$ cat config.mk
export PLATFORM = sky130hd
export DESIGN_NAME = slice_readback
export DESIGN_NICKNAME = d
export VERILOG_FILES = /design/src/rtl/rb_pkg.sv /design/src/rtl/rb_ctrl.sv /design/src/rtl/rb_datapath.sv /design/src/rtl/slice_readback.sv
export SDC_FILE = /design/constraint.sdc
export NUM_CORES = 1
export LEC_CHECK = 0
export ABC_CLOCK_PERIOD_IN_PS = 5000
export CAP_MARGIN = 5
export CORE_UTILIZATION = 35
export DETAILED_ROUTE_END_ITERATION = 7
export PLACE_DENSITY = 0.68
export SLEW_MARGIN = 20
export SYNTH_ARGS = -nofsm -noshare
export SYNTH_HDL_FRONTEND = slang
export SYNTH_SLANG_ARGS = --single-unit
export TNS_END_PERCENT = 20
$ cat constraint.sdc
create_clock -name clk -period 5 [get_ports clk]
set_input_delay 0.5 -clock clk [delete_from_list [all_inputs] [get_ports clk]]
set_output_delay 0.5 -clock clk [all_outputs]
set_load 0.01 [all_outputs]
$ cat src/rtl/rb_pkg.sv
package rb_pkg;
  typedef struct packed {
    logic capture;  // load payload into held and reference copies
    logic lossZero; // zero held and reference copies
  } ctlStrb_t;
endpackage

$ cat src/rtl/rb_ctrl.sv
module rb_ctrl #(
  parameter int LOSS_LINES = 4,
  localparam int CNT_W = $clog2(LOSS_LINES)
) (
  input  logic             clk,
  input  logic             rst,
  input  logic             lineStrobe,
  input  logic             lineValid,
  input  logic             hostClear,
  input  logic             cfgWe,
  input  logic             cfgCbIn,
  input  logic             cfgIrqEnIn,
  input  logic             dataDiffers,
  output rb_pkg::ctlStrb_t strb,
  output logic             avail,
  output logic             irq,
  output logic             cbMode
);
  localparam logic [CNT_W-1:0] CNT_LAST = CNT_W'(LOSS_LINES - 1);

  logic             availQ;
  logic             repHave;
  logic             irqPend;
  logic             irqEn;
  logic             cbQ;
  logic [CNT_W-1:0] emptyCnt;
  logic             armed;
  logic             takeLine;
  logic             takeLoss;

  always_comb begin
    armed    = !availQ && !hostClear;
    takeLine = lineStrobe && lineValid && armed &&
               (!cbQ || !repHave || dataDiffers);
    takeLoss = lineStrobe && !lineValid && armed && cbQ && repHave &&
               (emptyCnt == CNT_LAST);
    strb.capture  = takeLine;
    strb.lossZero = takeLoss;
  end

  always_ff @(posedge clk) begin
    if (rst) begin
      availQ   <= 1'b0;
      repHave  <= 1'b0;
      irqPend  <= 1'b0;
      irqEn    <= 1'b0;
      cbQ      <= 1'b1;
      emptyCnt <= '0;
    end else begin
      if (cfgWe) begin
        cbQ   <= cfgCbIn;
        irqEn <= cfgIrqEnIn;
      end
      if (lineStrobe) begin
        if (lineValid)
          emptyCnt <= '0;
        else if (emptyCnt != CNT_LAST)
          emptyCnt <= emptyCnt + 1'b1;
      end
      if (takeLine)
        repHave <= 1'b1;
      else if (takeLoss)
        repHave <= 1'b0;
      if (hostClear) begin
        availQ  <= 1'b0;
        irqPend <= 1'b0;
      end else if (takeLine || takeLoss) begin
        availQ  <= 1'b1;
        irqPend <= 1'b1;
      end
    end
  end

  assign avail  = availQ;
  assign irq    = irqPend && irqEn;
  assign cbMode = cbQ;
endmodule

$ cat src/rtl/rb_datapath.sv
module rb_datapath #(
  parameter int DATA_W = 16
) (
  input  logic              clk,
  input  logic              rst,
  input  rb_pkg::ctlStrb_t  strb,
  input  logic [DATA_W-1:0] lineData,
  output logic [DATA_W-1:0] heldData,
  output logic              dataDiffers
);
  logic [DATA_W-1:0] heldQ;
  logic [DATA_W-1:0] refQ; // last reported payload

  always_ff @(posedge clk) begin
    if (rst) begin
      heldQ <= '0;
      refQ  <= '0;
    end else if (strb.capture) begin
      heldQ <= lineData;
      refQ  <= lineData;
    end else if (strb.lossZero) begin
      heldQ <= '0;
      refQ  <= '0;
    end
  end

  assign heldData    = heldQ;
  assign dataDiffers = (lineData != refQ);
endmodule

$ cat src/rtl/slice_readback.sv
module slice_readback #(
  parameter int DATA_W     = 16,
  parameter int LOSS_LINES = 4
) (
  input  logic              clk,
  input  logic              rst,
  input  logic              lineStrobe,
  input  logic              lineValid,
  input  logic [DATA_W-1:0] lineData,
  input  logic              hostClear,
  input  logic              cfgWe,
  input  logic              cfgCbIn,
  input  logic              cfgIrqEnIn,
  output logic              avail,
  output logic [DATA_W-1:0] heldData,
  output logic              irq,
  output logic              cbMode
);
  rb_pkg::ctlStrb_t strb;
  logic             dataDiffers;

  rb_ctrl #(.LOSS_LINES(LOSS_LINES)) uCtrl (
    .clk(clk), .rst(rst), .lineStrobe(lineStrobe), .lineValid(lineValid),
    .hostClear(hostClear), .cfgWe(cfgWe), .cfgCbIn(cfgCbIn),
    .cfgIrqEnIn(cfgIrqEnIn), .dataDiffers(dataDiffers), .strb(strb),
    .avail(avail), .irq(irq), .cbMode(cbMode)
  );

  rb_datapath #(.DATA_W(DATA_W)) uData (
    .clk(clk), .rst(rst), .strb(strb), .lineData(lineData),
    .heldData(heldData), .dataDiffers(dataDiffers)
  );
endmodule

==> results.md <==
- Status: completed
- Mapped Avg Cell Area: 10.6 sq um
- Antenna violations before repair: 0
- Pre-antenna DRT Iters: 4
- Detailed Place HPWL: 1790 um
- Peak VDD IR: 148 uV
- Net Sw Frac: 24.8%
- Sequential area share after synthesis: 42.3%
- Area growth syn-to-layout: 44.6%
- Dpl cells: 168
- Worst-Skew Late Latency: 0.31 ns
- Hold Crit Class: reg -> reg
- Post CTS Setup Buffer Count: 0
- Pin count of the biggest net entering global routing: 18
- Clk pwr share: 27.9%
- Setup TNS: 0 ns
- YS warnings: 0
- Worst slew margin: 53.3%
- Die span in x: 56.5 um
- Nets@finish: 167
- Switch Pwr: 87.3 uW
- Clock Skews: 0.00395 ns
- Num rows: 19
- DRC viols: 0
- Die area: 0.00320 sq mm
- Async SR Flop Fraction: 0%
- Post-Syn Area: 0.00104 sq mm
- Cts hold-fix bufs: 0
- CTS Buffer Depth: 2
- Fillers: 275
- I/O pin count: 43
- CTS Buf Count: 3
- Iter 0 DRT Violations: 22
- Power Total: 352 uW
- Max frequency: 455 MHz
- Yosys reg bits: 22
- Post-synth EDFFs: 0
- # diodes: 0
- Cts repair resizes: 0
- Combinational cell fraction of total power: 18.6%
- CTS tree: yes
- Synth cell types: 32
- CTS HTree Levels: 1
- Power density over the cells: 234 mW/mm^2
- Port bufs: 42
- Via count: 934
- RSZ-0062 raised after global routing: no
- Min Tclk post-route: 2.20 ns
- Placement Setup Slack: 2.49 ns
- Total global routing overflow: 0
- Multi-input gate area: 562 sq um
- Crit path capture type: flip-flop
- Routed vias/inst: 5.43
- Setup violations, final: 0
- Clock root cell: clkbuf_4
- Wirelength per Cell: 13.9 um
- Crit Path Max Fanout: 17
- Number of global-route vias before repair: 1004
- Required time worst endpoint: 5.21 ns
- Post-synthesis net count: 123
- P_int: 265 uW
- Hold Path Cell Cnt: 2
- Pin slew with the least headroom to its limit: 0.700 ns
- Clock sinks: 22
- CP Launch Type: primary input
- P_leak: 0.000584 uW
- Total routed wirelength: 2390 um
- Slew Viols, Final: 0
- Core area: 0.00278 sq mm
- Clk slew on worst S/H paths: 0.12 ns
- Crit Path Category: in -> reg
- Starting density of the core: 37.4%
- Syn Inst Count: 98
- Hold Fails Final Rpt: 0
- Tot GR Track Use: 16.2%
- Worst r2r path cells: 6
- Register Area: 440 sq um
- Gpl congestion: 0.689
- Die Ht: 56.5 um
- CP arrival: 2.41 ns
- First-pass GRT wire length: 4130 um
- Period utilization: 44.0%
- Flop pwr share: 53.4%
- Setup ws final: 2.80 ns
- Max cap viols: 0
- Post-route ant nets: 0
- Worst Hold Slack: 0.514 ns
- Post-Layout Cell Count: 172
- Main flop type after synthesis: dfxtp_1
- Fraction of layout cells with a size suffix above 1: 9.93%
## path summary, 6_finish.rpt
path                     start                end  slack, ns
max               lineData[10]      uData.refQ[4]       2.80
min          uCtrl.emptyCnt[1]  uCtrl.emptyCnt[1]       0.51
max reg2reg  uCtrl.emptyCnt[0]      uData.refQ[4]       2.89
min reg2reg  uCtrl.emptyCnt[1]  uCtrl.emptyCnt[1]       0.51
## cell usage in the layout, fill, tap and decap left out, drive strengths merged, types with 3 or more instances in the layout
| cell | instances |
|---|---|
| a21oi | 3 |
| a22o | 16 |
| clkbuf | 4 |
| clkdlybuf4s50 | 42 |
| dfxtp | 22 |
| nand2 | 4 |
| nor2 | 4 |
| nor2b | 3 |
| nor4 | 4 |
| xor2 | 13 |
## cell usage after synthesis, types with 2 or more instances
cell type | n | share of area [%]
dfxtp_1 | 22 | 42
a22o_2 | 7 | 6.7
a22o_1 | 9 | 7.6
nor4_1 | 4 | 2.4
nand2_1 | 4 | 1.4
nand2b_1 | 2 | 1.2
inv_1 | 2 | 0.72
nor3_1 | 2 | 0.96
nor4b_1 | 2 | 1.7
a41oi_1 | 2 | 1.7
nand3_1 | 2 | 0.96
nor2_1 | 4 | 1.4
nor2b_1 | 3 | 1.8
xor2_1 | 13 | 11
a21oi_1 | 3 | 1.4
## stage by stage
stage	util [%]	cell area (sq um)
2_1_floorplan	-	1040
3_3_place_gp	52.8	1470
3_5_place_dp	52.8	1470
4_1_cts	54.1	1510
5_1_grt	54.1	1510
6_report	54.1	1510
## worst max-delay path: stages
cell and delay [ns]:
clkdlybuf4s50_1 0.43, xor2_1 0.18, a2111oi_4 0.36, nand2_1 0.13, o31a_1 0.53, a22o_2 0.29
## logic make-up after synthesis
group           Yosys count  synth area share, %
buf+inv                   5                 3.73
fa+ha+maj                 1                 1.20
flops                    22                 42.3
simple gates             27                 14.8
mux                       1                0.962
compound gates           29                 26.1
xor+xnor                 13                 10.9
## registers in the layout, indices dropped and copies added (netlist names)
| register | flops |
|---|---|
| uCtrl.irqEn | 1 |
| uCtrl.repHave | 1 |
| uData.refQ | 16 |
| uCtrl.emptyCnt | 2 |
| uCtrl.avail | 1 |
| uCtrl.cbMode | 1 |
## routing by layer
| layer | track usage (%) | vias to the layer above | wire [um] |
|---|---|---|---|
| met3 | 3.00 | 5 | 131 |
| met1 | 18.9 | 437 | 1080 |
| met4 | 6.27 | 0 | 35 |
| li1 | - | 460 | - |
| met5 | 0 | - | 0 |
| met2 | 29.1 | 32 | 1140 |
## final cells by class
type	count	share of cell area [%]
clock buffer	4	2.41
inverter	2	0.499
multi-input combinational	71	37.3
sequential	22	29.3
tap	31	2.58
timing repair buffer	42	27.9
## power groups by stage
stage	Clock (uW)	Sequential, uW	Combinational (uW)
finish	98.3	188	65.6
global route	105	189	71.1
CTS	100	188	66.2
detailed placement	0	192	65.6
global placement	0	192	64.6
floorplan	0	193	26.6
Power figures use the tool's default switching activity.
